**src/rtl/rxd_pkg.sv**
```systemverilog
package rxd_pkg;
   localparam int USED_POS = 0;
   localparam int WRAP_POS = 1;
   localparam int SOF_POS  = 14;
   localparam int EOF_POS  = 15;

   typedef enum logic [2:0] {
      ST_IDLE,
      ST_RD,
      ST_CHK,
      ST_DATA,
      ST_WCTRL,
      ST_WADDR,
      ST_DROP
   } rxd_state_e;
endpackage

```
**src/rtl/rxd_byte_pack.sv**
```systemverilog
module rxd_byte_pack #(
   parameter int DW = 32
) (
   input  logic          clk,
   input  logic          rst_n,
   input  logic          clr,
   input  logic          take,
   input  logic          last,
   input  logic [7:0]    byte_in,
   output logic          emit,
   output logic [DW-1:0] word
);
   localparam int LANES = DW / 8;

   generate
      if (LANES == 1) begin : g_narrow
         assign emit = take;
         assign word = byte_in;
      end else begin : g_wide
         localparam int LB = $clog2(LANES);
         logic [LB-1:0]           lane_q;
         logic [LANES-1:0][7:0]   held_q;

         always_comb begin
            for (int j = 0; j < LANES; j++) begin
               if (j < int'(lane_q))       word[j*8 +: 8] = held_q[j];
               else if (j == int'(lane_q)) word[j*8 +: 8] = byte_in;
               else                        word[j*8 +: 8] = 8'h00;
            end
         end

         assign emit = take && (lane_q == LB'(LANES - 1) || last);

         always_ff @(posedge clk or negedge rst_n) begin
            if (!rst_n) begin
               lane_q <= '0;
               held_q <= '0;
            end else if (clr) begin
               lane_q <= '0;
            end else if (take) begin
               if (emit) begin
                  lane_q <= '0;
               end else begin
                  held_q[lane_q] <= byte_in;
                  lane_q         <= lane_q + 1'b1;
               end
            end
         end


         pack_clear_chk: assert property (@(posedge clk) disable iff (!rst_n)
            emit |=> (lane_q == '0));
      end
   endgenerate
endmodule

```
**src/rtl/rxd_addr_gen.sv**
```systemverilog
module rxd_addr_gen #(
   parameter int AW    = 32,
   parameter int IDX_W = 9,
   parameter int OFF_W = 7,
   parameter int LB    = 2
) (
   input  logic [AW-1:0]    ring_base,
   input  logic [AW-1:0]    buf_base,
   input  logic [IDX_W-1:0] idx,
   input  logic [OFF_W-1:0] byte_off,
   output logic [AW-1:0]    desc_addr,
   output logic [AW-1:0]    ctrl_addr,
   output logic [AW-1:0]    data_addr
);
   logic [AW-1:0] idx_ext;
   logic [AW-1:0] off_ext;

   assign idx_ext   = AW'(idx);
   assign off_ext   = AW'({byte_off[OFF_W-1:LB], {LB{1'b0}}});
   assign desc_addr = ring_base + (idx_ext << 3);
   assign ctrl_addr = desc_addr + AW'(4);
   assign data_addr = buf_base + (idx_ext << OFF_W) + off_ext;
endmodule

```
**src/rtl/rx_desc_writer.sv**
```systemverilog
module rx_desc_writer
   import rxd_pkg::*;
#(
   parameter int AW         = 32,
   parameter int DW         = 32,
   parameter int BUF_BYTES  = 128,
   parameter int RING_DEPTH = 512,
   parameter int LEN_W      = 12
) (
   input  logic          clk,
   input  logic          rst_n,
   input  logic          en,
   input  logic [AW-1:0] ring_base,
   input  logic [AW-1:0] buf_base,
   input  logic          in_valid,
   input  logic [7:0]    in_data,
   input  logic          in_sof,
   input  logic          in_eof,
   input  logic          in_err,
   output logic          in_ready,
   output logic          mem_rd,
   output logic          mem_wr,
   output logic [AW-1:0] mem_addr,
   output logic [DW-1:0] mem_wdata,
   input  logic [DW-1:0] mem_rdata,
   output logic          rx_done,
   output logic          rsrc_err
);
   localparam int LANES = DW / 8;
   localparam int LB    = (LANES > 1) ? $clog2(LANES) : 0;
   localparam int IDX_W = $clog2(RING_DEPTH);
   localparam int OFF_W = $clog2(BUF_BYTES);

   generate
      if (DW != 32) begin : g_bad_dw
         $error("rx_desc_writer: DW must be 32");
      end
      if ((1 << OFF_W) != BUF_BYTES || BUF_BYTES < LANES) begin : g_bad_buf
         $error("rx_desc_writer: BUF_BYTES must be a power of two of at least one word");
      end
      if (RING_DEPTH < 2) begin : g_bad_depth
         $error("rx_desc_writer: RING_DEPTH must be at least 2");
      end
      if (LEN_W > SOF_POS) begin : g_bad_len
         $error("rx_desc_writer: LEN_W overlaps the fragment flags");
      end
   endgenerate

   rxd_state_e       state_q;
   logic [IDX_W-1:0] idx_q;
   logic [OFF_W-1:0] off_q;
   logic [LEN_W-1:0] len_q;
   logic [DW-1:0]    desc_q;
   logic             first_q;
   logic             last_q;
   logic             done_q;
   logic             err_q;

   logic             take;
   logic             emit;
   logic [DW-1:0]    pack_word;
   logic [AW-1:0]    desc_addr;
   logic [AW-1:0]    ctrl_addr;
   logic [AW-1:0]    data_addr;
   logic [IDX_W-1:0] idx_next;
   logic [DW-1:0]    ctrl_word;

   // stream acceptance
   always_comb begin
      unique case (state_q)
         ST_IDLE: in_ready = !(en && in_valid && in_sof);
         ST_DATA: in_ready = 1'b1;
         ST_DROP: in_ready = 1'b1;
         default: in_ready = 1'b0;
      endcase
   end
   assign take = in_valid && in_ready;

   rxd_byte_pack #(.DW(DW)) u_pack (
      .clk     (clk),
      .rst_n   (rst_n),
      .clr     (state_q == ST_CHK),
      .take    (take && (state_q == ST_DATA) && !in_err),
      .last    (in_eof),
      .byte_in (in_data),
      .emit    (emit),
      .word    (pack_word)
   );

   rxd_addr_gen #(.AW(AW), .IDX_W(IDX_W), .OFF_W(OFF_W), .LB(LB)) u_addr (
      .ring_base (ring_base),
      .buf_base  (buf_base),
      .idx       (idx_q),
      .byte_off  (off_q),
      .desc_addr (desc_addr),
      .ctrl_addr (ctrl_addr),
      .data_addr (data_addr)
   );

   assign idx_next = (desc_q[WRAP_POS] || idx_q == IDX_W'(RING_DEPTH - 1))
                     ? '0 : idx_q + 1'b1;

   always_comb begin
      ctrl_word = '0;
      if (last_q) ctrl_word[LEN_W-1:0] = len_q;
      ctrl_word[SOF_POS] = first_q;
      ctrl_word[EOF_POS] = last_q;
   end

   // memory port
   always_comb begin
      mem_rd    = 1'b0;
      mem_wr    = 1'b0;
      mem_addr  = desc_addr;
      mem_wdata = '0;
      unique case (state_q)
         ST_RD: mem_rd = 1'b1;
         ST_DATA: begin
            mem_wr    = emit;
            mem_addr  = data_addr;
            mem_wdata = pack_word;
         end
         ST_WCTRL: begin
            mem_wr    = 1'b1;
            mem_addr  = ctrl_addr;
            mem_wdata = ctrl_word;
         end
         ST_WADDR: begin
            mem_wr    = 1'b1;
            mem_wdata = desc_q | (DW'(1) << USED_POS);
         end
         default: ;
      endcase
   end

   always_ff @(posedge clk or negedge rst_n) begin
      if (!rst_n) begin
         state_q <= ST_IDLE;
         idx_q   <= '0;
         off_q   <= '0;
         len_q   <= '0;
         desc_q  <= '0;
         first_q <= 1'b0;
         last_q  <= 1'b0;
         done_q  <= 1'b0;
         err_q   <= 1'b0;
      end else begin
         done_q <= 1'b0;
         err_q  <= 1'b0;
         unique case (state_q)
            ST_IDLE: begin
               if (en && in_valid && in_sof) begin
                  state_q <= ST_RD;
                  first_q <= 1'b1;
                  len_q   <= '0;
               end
            end
            ST_RD: state_q <= ST_CHK;
            ST_CHK: begin
               desc_q <= mem_rdata;
               off_q  <= '0;
               if (mem_rdata[USED_POS]) begin
                  err_q   <= 1'b1;
                  state_q <= ST_DROP;
               end else begin
                  state_q <= ST_DATA;
               end
            end
            ST_DATA: begin
               if (take) begin
                  if (in_err) begin
                     state_q <= ST_IDLE;
                  end else begin
                     len_q <= len_q + 1'b1;
                     off_q <= off_q + 1'b1;
                     if (in_eof) begin
                        last_q  <= 1'b1;
                        state_q <= ST_WCTRL;
                     end else if (off_q == OFF_W'(BUF_BYTES - 1)) begin
                        last_q  <= 1'b0;
                        state_q <= ST_WCTRL;
                     end
                  end
               end
            end
            ST_WCTRL: state_q <= ST_WADDR;
            ST_WADDR: begin
               first_q <= 1'b0;
               idx_q   <= idx_next;
               if (last_q) begin
                  done_q  <= 1'b1;
                  state_q <= ST_IDLE;
               end else begin
                  state_q <= ST_RD;
               end
            end
            ST_DROP: begin
               if (take && (in_eof || in_err)) state_q <= ST_IDLE;
            end
            default: state_q <= ST_IDLE;
         endcase
      end
   end

   assign rx_done  = done_q;
   assign rsrc_err = err_q;


   rd_wr_excl_chk: assert property (@(posedge clk) disable iff (!rst_n)
      !(mem_rd && mem_wr));


   done_after_write_chk: assert property (@(posedge clk) disable iff (!rst_n)
      rx_done |-> $past(mem_wr));


   done_single_chk: assert property (@(posedge clk) disable iff (!rst_n)
      rx_done |=> !rx_done);


   err_after_read_chk: assert property (@(posedge clk) disable iff (!rst_n)
      rsrc_err |-> $past(mem_rd, 2));


   done_err_excl_chk: assert property (@(posedge clk) disable iff (!rst_n)
      !(rx_done && rsrc_err));


   no_stream_during_read_chk: assert property (@(posedge clk) disable iff (!rst_n)
      mem_rd |-> !in_ready);
endmodule

```
**config.mk**
```make
export PLATFORM = sky130hd
export DESIGN_NAME = rx_desc_writer
export DESIGN_NICKNAME = d
export VERILOG_FILES = /design/src/rtl/rxd_pkg.sv /design/src/rtl/rxd_byte_pack.sv /design/src/rtl/rxd_addr_gen.sv /design/src/rtl/rx_desc_writer.sv
export SDC_FILE = /design/constraint.sdc
export NUM_CORES = 1
export LEC_CHECK = 0
export ABC_CLOCK_PERIOD_IN_PS = 8500
export BUFFER_PORTS_ARGS = -buffer_cell sky130_fd_sc_hd__buf_2
export CORE_MARGIN = 2
export CORE_UTILIZATION = 61
export CTS_BUF_LIST = sky130_fd_sc_hd__clkbuf_8
export DETAILED_ROUTE_END_ITERATION = 6
export HOLD_SLACK_MARGIN = 0.02
export PLACE_DENSITY_LB_ADDON = 0.05
export SYNTH_ARGS = -nofsm -noshare
export SYNTH_HDL_FRONTEND = slang
export SYNTH_SLANG_ARGS = --single-unit
export TNS_END_PERCENT = 1
```
**constraint.sdc**
```tcl
create_clock -name clk -period 8.5 [get_ports clk]
set_input_delay 1.7 -clock clk [delete_from_list [all_inputs] [get_ports clk]]
set_output_delay 1.7 -clock clk [all_outputs]
set_load 0.1 [all_outputs]
```
Yosys cells after proc, flatten, opt, wreduce, memory -nomap -nowiden. Index checks and enable logic that the tools add are counted. W data, S select, Z words.

Register bits: 101. Bits of input ports: 111. Output and inout port bits: 69. Word-level logic and storage cells: 119.

Add/subtract/negate cells: 8. Magnitude comparators: 5. Eq/ne operators: 17. Mux-type cells: 44. Bitwise operators: 3. Reductions and logical operators: 28.

Operators with widths (number): $pmux W32 S3 (1); $mux W8 (8); $pmux W32 S2 (1); $mux W12 (4); $add A32 B12 Y32 (1); $add A32 B16 Y32 (1); $add A32 B3 Y32 const B (1); $add A32 B7 Y32 (1); $bwmux W32 (1); $pmux W12 S2 (1); $mux W3 (7); $pmux W3 S7 (1); $demux W8 S2 (1); $mux W7 (2); $pmux W7 S2 (1); $add A12 B1 Y12 const B (1); $reduce_and A4 Y1 (3); $reduce_bool A2 Y1 (5); $add A9 B1 Y9 const B (1); $eq A3 B3 Y1 const B (3); $eq A9 B9 Y1 const B (1); $mux W1 (9); $mux W9 (1); $logic_and A1 B1 Y1 (8); other kinds (24) (41).

Longest topological paths before layout. Gate-level depths: netlist of run 1.

Depth after elaboration: 11. Mapped depth: 13. Mapped depth without buffers: 11.

Hierarchy. A second synthesis of run 1 with hierarchy kept.

Cells, all modules: 955. Area, all modules: 8311.7 um^2.

Modules (own cells, without submodules): rx_desc_writer (instances 1, cells an instance 455, area an instance 3998.8 um^2, sequential area each 1651.6 um^2); rxd_addr_gen (instances 1, cells an instance 384, area an instance 2902.8 um^2, sequential area each 0.0 um^2); rxd_byte_pack (instances 1, cells an instance 116, area an instance 1410.1 um^2, sequential area each 650.6 um^2).

Worst setup path before layout of run 1. No wires, ideal clock.

Path kind: in2out. Start: in ring_base[3]. End: out mem_addr[26]. Arrival time: 6.437 ns. Required time: 6.800 ns. Slack: 0.363 ns. Cell stages on the path: 11. Path buffers: 0. Path through: ha_1 fa_1 a211o_1 a2111o_1 nand3_1 o31ai_1 nor4b_4 o2111ai_1 nor3_1 xnor2_1 o21ai_0.

Word-level cells in the longest chain between the ends: 3.

Ends and longest elaborated chain: start: declaration (line rx_desc_writer.sv:13) `input logic [AW-1:0] ring_base,`; $add A32 B12 Y32 * (line rxd_addr_gen.sv:20) `assign desc_addr = ring_base + (idx_ext << 3);`; $add A32 B3 Y32 (line rxd_addr_gen.sv:21) `assign ctrl_addr = desc_addr + AW'(4);`; $pmux W32 S2 * (line rx_desc_writer.sv:116) `unique case (state_q)`; end: declaration (line rx_desc_writer.sv:23) `output logic [AW-1:0] mem_addr,`.

Every way passes the cells marked *; elsewhere a longest branch is shown, timed or not.

Worst setup path in the final report of run 1.
Start: in ring_base[3]. End: out mem_addr[29].

Same word-level chain as after synthesis.

==> impl_metrics.yaml, run 1 <==
timing:
  max_freq_ghz: 0.133
  period_share_pct: 88.7
  timing_hold_violations_final: 0
  final-max-slew-violation-count: 0
  setup-violations-final: 0
  clock_skew_ns: 0.00775
  maxSlewHeadroom_pct: 28.7
  rsz0062_at_grt: "no"
  tightest_slew_ns: 1.07
  fin_tns_setup_ns: 0
  setup_ws_ns: 0.959
  layout_min_cycle_time_ns: 7.54
grt:
  grt_pass1_vias: 6931
  grt_start_max_net_pins: 63
  antenna_found_initial: 0
  grt_pass1_wl_um: 33100
  grt.overflow.total: 0
  grt.total_usage_pct: 30.8
worst_hold_path:
  hold_path.class: "reg -> reg"
  worstHoldStart: "first_q"
floorplanning:
  start_util_pct: 61.9
  die_y_um: 116
  die_w_um: 116
  pin_count: 180
  fp.coreArea_um2: 12500
  fp-row-count: 41
  dieArea_um2: 13600
setup_path:
  end_kind: "primary output"
  critical-path-slowest-cell: "or4_4"
  critPathBufInv: 3
  arrival_ns: 5.84
  critical_path_required_ns: 6.80
  r2r-start: "state_q[1]"
  crit_type: "in -> out"
  crit_path_max_incr_delay_ns: 0.56
  cp-start-kind: "input port"
  crit_chain: "buf_2 -> ha_1 -> fa_1 -> a211o_1 -> a211oi_1 -> o21ai_1 -> buf_4 -> a2111oi_0 -> o311a_1 -> o21ai_1 -> or4_4 -> o41ai_2 -> a211o_1 -> buf_2"
  critical_path.top_delay_family: "compound AO/OA/AOI/OAI gates"
  critPathMaxFanout: 8
  critPathLaunch: "ring_base[3]"
synthesis:
  yosys_warnings: 0
  synth.distinct_cells: 75
  seq_area_frac_synth_pct: 29.9
  synth-seq-cells: 92
  synth-edff-count: 0
  syn_inst: 897
  synth_ff_type: "dfrtp_1"
  netlist_area_um2: 7710
  synth.area.top_cells: "dfrtp_1 (30%), mux2_2 (8.2%), xor2_1 (5.3%), ha_1 (5.2%), xnor2_1 (4.5%)"
  synth_top_area_cell: "dfrtp_1"
  synth_top_area_share_pct: 29.9
  async_flop_share_pct: 100
  syn_nets: 1042
  synth.avg_cell_area_um2: 8.60
layout:
  fin_nets: 1193
  diodes: 0
  design_area_um2: 8940
  stdcell_count: 1225
  drive_gt1_share_pct: 26.7
  area_growth_pct: 16.0
power:
  internal-power_uw: 1160
  combPwrFrac_pct: 60.9
  clkPwrFrac_pct: 13.8
  power.leakage_uw: 0.00418
  swShare_pct: 56.1
  ir_worst_vdd_mv: 0.216
  switchingPower_uw: 1480
  powerDensity_nw_per_um2: 295
  pwr-share-seq_pct: 25.3
clock_tree:
  cts_buffers: 9
  htree_levels: 3
  cts-resized-gates: 0
  cts-root-buf: "clkbuf_8"
  cts_tree: "done"
  clkTransAtPathRegs_ns: 0.09
  ctsHoldBuffers: 0
  post_cts_buffers: 0
  clockBufferDepth: 2
  clock-sinks: 92
  clk_latency_ns: 0.38
detailed_routing:
  routedWlPerCell_um: 17.1
  first_pass_iters: 5
  first_iter_violations: 502
  wl_um: 20900
  vias: 7412
  drtAntennaViolNets: 0
  drc_errors: 0
  viasPerCell: 6.05
placement:
  dpl_worst_slack_ns: 1.01
  place_hpwl_um: 15700
  portBuffers: 179
  post_dp_cell_area_um2: 8700
  place_inst: 1209
  gp_congestion: 0.943
status:
  outcome: "completed"
job:
  max-cap-violations: 0
kinds of logic (layout without fill, tap and decap cells):
logic type	Yosys count	after routing	share of synthesized area, %
AO/OA/AOI/OAI	229	229	20.9
XOR/XNOR	87	87	9.88
AND/OR/NAND/NOR	334	334	21.4
buffers and inverters	58	214	3.18
multiplexers	63	63	9.09
flip-flops	92	92	29.9
adder cells (fa/ha/maj)	34	34	5.71
synthesized netlist by cell type (all sizes together) (19+ instances only):
cell type,number
and3,19
nand2,88
nor2,93
a21oi,32
mux2,56
xor2,47
nand3,41
buf,22
xnor2,40
o21ai,59
dfrtp,92
clkbuf,26
ha,32
cells in the final DEF (no fill, tap or decap), types with 9 or more instances in the layout:
cell	Yosys	layout
a22o_1	12	12
clkbuf_8	0	9
a211oi_1	11	11
a22oi_1	17	17
nor3_1	15	15
inv_1	10	10
a221o_1	12	12
buf_4	2	10
a21o_1	14	14
nand2_1	88	88
buf_2	10	178
nand4_1	17	17
a21oi_1	32	32
nand3_1	40	40
mux2_2	56	56
o21ai_0	57	57
xor2_1	47	47
nor2_1	93	90
xnor2_1	40	40
dfrtp_1	92	92
and3_1	19	19
ha_1	32	32
power by group through the flow:
| stage | clock, uW | combinational, uW | sequential [uW] |
|---|---|---|---|
| 2_1_floorplan | 0 | 1330 | 646 |
| 6_report | 363 | 1610 | 668 |
| 5_1_grt | 382 | 1700 | 686 |
| 4_1_cts | 365 | 1600 | 666 |
| 3_3_place_gp | 0 | 1590 | 669 |
| 3_5_place_dp | 0 | 1600 | 673 |
path summary, 6_finish.rpt:
kind	to	slack (ns)	depth (start not counted)
min	first_q	0.49	1
min reg2reg	first_q	0.49	1
max in group asynchronous	idx_q[4]	6.14	2
min in group asynchronous	desc_q[20]	1.24	1
max	mem_addr[29]	0.96	14
max reg2reg	u_pack.g_wide.held_q[19]	4.80	8
flip-flops by register name (all words and copies together) (netlist names):
| register | count |
|---|---|
| rx_done | 1 |
| u_pack.g_wide.lane_q | 2 |
| len_q | 12 |
| idx_q | 9 |
| first_q | 1 |
| u_pack.g_wide.held_q | 24 |
| rsrc_err | 1 |
| state_q | 3 |
| last_q | 1 |
| off_q | 7 |
| desc_q | 31 |
metal layers:
| metal | wire length (um) | vias up | track usage (%) |
|---|---|---|---|
| met3 | 1240 | 36 | 5.35 |
| met4 | 456 | 0 | 11.1 |
| li1 | - | 3607 | - |
| met1 | 9080 | 3523 | 39.9 |
| met2 | 10200 | 246 | 52.2 |
| met5 | 0 | - | 0 |
layout make-up:
cell class	instances	area, um2
Multi-Input combinational cell	747	5180
Fill cell	1047	3520
Sequential cell	92	2300
Timing Repair Buffer	188	966
Tap cell	172	215
Clock buffer	9	124
Clock inverter	7	123
Inverter	10	37.5
through the flow:
| stage | total power [uW] | util (%) | hold WS, ns |
|---|---|---|---|
| 2_1_floorplan | 1970 | - | 0.450 |
| 3_3_place_gp | 2260 | 69.8 | 0.468 |
| 3_5_place_dp | 2270 | 69.8 | 0.475 |
| 4_1_cts | 2630 | 71.7 | 0.495 |
| 5_1_grt | 2770 | 71.7 | 0.522 |
| 6_report | 2640 | 71.7 | 0.494 |
(Power assumes the default switching activity.)
==> inputs of run 2 (changes only) <==
- BUFFER_PORTS_ARGS: -buffer_cell sky130_fd_sc_hd__buf_2 -> unset
- DONT_BUFFER_PORTS: unset -> 1
- HOLD_SLACK_MARGIN: 0.02 -> 0.15
==> run 2 against run 1 <==
  * Final cell count decreased by 13%
  * Register-to-register slack improved by 0.19 ns
  * Power decreased by 0.80%
  * Non-clock buffer count decreased by 164
  * Clock skew decreased by 0.0019 ns
  * Maximum frequency decreased by 0.80%
  * Largest power group unchanged
==> impl_metrics.yaml, run 2 (synthesis results as in run 1) <==
timing:
  whs_ns: 0.494
  final-max-slew-violation-count: 0
  max_freq_ghz: 0.132
  timing_hold_violations_final: 0
  rsz0062_at_grt: "no"
  maxSlewHeadroom_pct: 17.9
  fin_tns_setup_ns: 0
  setup-violations-final: 0
  tightest_slew_ns: 1.23
  clock_skew_ns: 0.00580
  layout_min_cycle_time_ns: 7.60
  period_share_pct: 89.4
setup_path:
  critical-path-slowest-cell: "a211o_1"
  critPathMaxFanout: 8
  end_kind: "primary output"
  critical_path_required_ns: 6.80
  arrival_ns: 5.90
  rrSetupSlack_ns: 4.99
  crit_path_max_incr_delay_ns: 0.70
  critPathBufInv: 1
  critPathLaunch: "ring_base[3]"
  r2r-start: "state_q[1]"
  crit_chain: "ha_1 -> fa_1 -> a211o_1 -> a211oi_1 -> o21ai_1 -> buf_4 -> a2111oi_0 -> o311a_1 -> o21ai_1 -> or4_4 -> nor3_1 -> a211o_1"
  critical_path.top_delay_family: "compound AO/OA/AOI/OAI gates"
  cp-start-kind: "input port"
  crit_type: "in -> out"
clock_tree:
  clk_latency_ns: 0.37
  cts-resized-gates: 0
  htree_levels: 3
  clkTransAtPathRegs_ns: 0.08
  cts-root-buf: "clkbuf_8"
  cts_tree: "done"
  clock-sinks: 92
  post_cts_buffers: 0
  clockBufferDepth: 2
  ctsHoldBuffers: 0
  cts_buffers: 9
detailed_routing:
  viasPerCell: 6.57
  drc_errors: 0
  drtAntennaViolNets: 0
  first_iter_violations: 437
  first_pass_iters: 5
  routedWlPerCell_um: 19.9
  wl_um: 21100
  vias: 6959
worst_hold_path:
  hold_path.class: "reg -> reg"
  worstHoldStart: "first_q"
layout:
  utilization_pct: 67.1
  seq_area_um2: 2300
  design_area_um2: 8360
  most-common-layout-cells: "dfrtp_1 (92), nor2_1 (90), nand2_1 (87)"
  largest_reg_flops: 31
  final_common_cell: "dfrtp_1"
  stdcell_count: 1060
  largest_register: "desc_q"
  multi_input_area_um2: 5320
  fill_cells: 1054
  diodes: 0
  area_growth_pct: 8.44
  drive_gt1_share_pct: 17.0
  fin_nets: 1029
  reg_top3: "desc_q x31, u_pack.g_wide.held_q x24, len_q x12"
grt:
  antenna_found_initial: 0
  grt_pass1_vias: 6837
  grt_start_max_net_pins: 93
  grt.overflow.total: 0
  grt_pass1_wl_um: 33300
  grt.total_usage_pct: 31.1
floorplanning:
  pin_count: 180
  start_util_pct: 61.9
  fp.coreArea_um2: 12500
  die_y_um: 116
  fp-row-count: 41
  dieArea_um2: 13600
  die_w_um: 116
placement:
  place_hpwl_um: 16300
  portBuffers: 0
  place_inst: 1045
  gp_congestion: 0.940
  post_dp_cell_area_um2: 8140
status:
  outcome: "completed"
job:
  max-cap-violations: 0
power:
  power.leakage_uw: 0.00356
  powerDensity_nw_per_um2: 313
  ir_worst_vdd_mv: 0.205
==> run 2: changes by cell type in the layout (fill, tap and decap cells not counted), moves of 2 or more <==
cell,previous run,this run
buf_16,0,4
buf_2,178,0
buf_4,10,20
clkbuf_8,9,11
inv_6,2,0
o21ai_0,57,31
o21ai_2,0,26
o221ai_1,5,0
o221ai_2,0,5
==> run 2: worst paths after layout <==
| path | end | cells past startpoint |
|---|---|---|
| hold reg to reg | first_q | 1 |
| max in group asynchronous | len_q[0] | 0 |
| setup reg to reg | u_pack.g_wide.held_q[8] | 8 |
| setup / recovery | mem_addr[31] | 12 |
| hold / removal | first_q | 1 |
| min in group asynchronous | desc_q[20] | 0 |
==> run 2: final cells by class <==
class                           count  area share, %
Clock buffer                       11           1.81
Clock inverter                      4          0.868
Inverter                           10          0.449
Multi-Input combinational cell    747           63.7
Sequential cell                    92           27.5
Tap cell                          172           2.57
Timing Repair Buffer               24           3.11
==> run 2: stage by stage <==
stage / setup slack, ns / power (uW)
3_3_place_gp: 1.06 / 2260
4_1_cts: 0.938 / 2620
6_report: 0.898 / 2620
5_1_grt: 0.649 / 2730
2_1_floorplan: 0.363 / 1970
3_5_place_dp: 0.955 / 2290
==> run 2: power by group <==
part | switching (uW) | internal, uW | total [uW] | leakage [uW]
Sequential | 120 | 568 | 688 | 0.00119
Clock | 149 | 180 | 328 | 0.000111
Combinational | 1200 | 400 | 1600 | 0.00226
==> run 2: layer usage <==
metal  GRT usage (%)  wire length, um
met1            37.6             8530
met2            54.5            10400
met3            6.59             1510
met4            11.8              654
met5               0                0
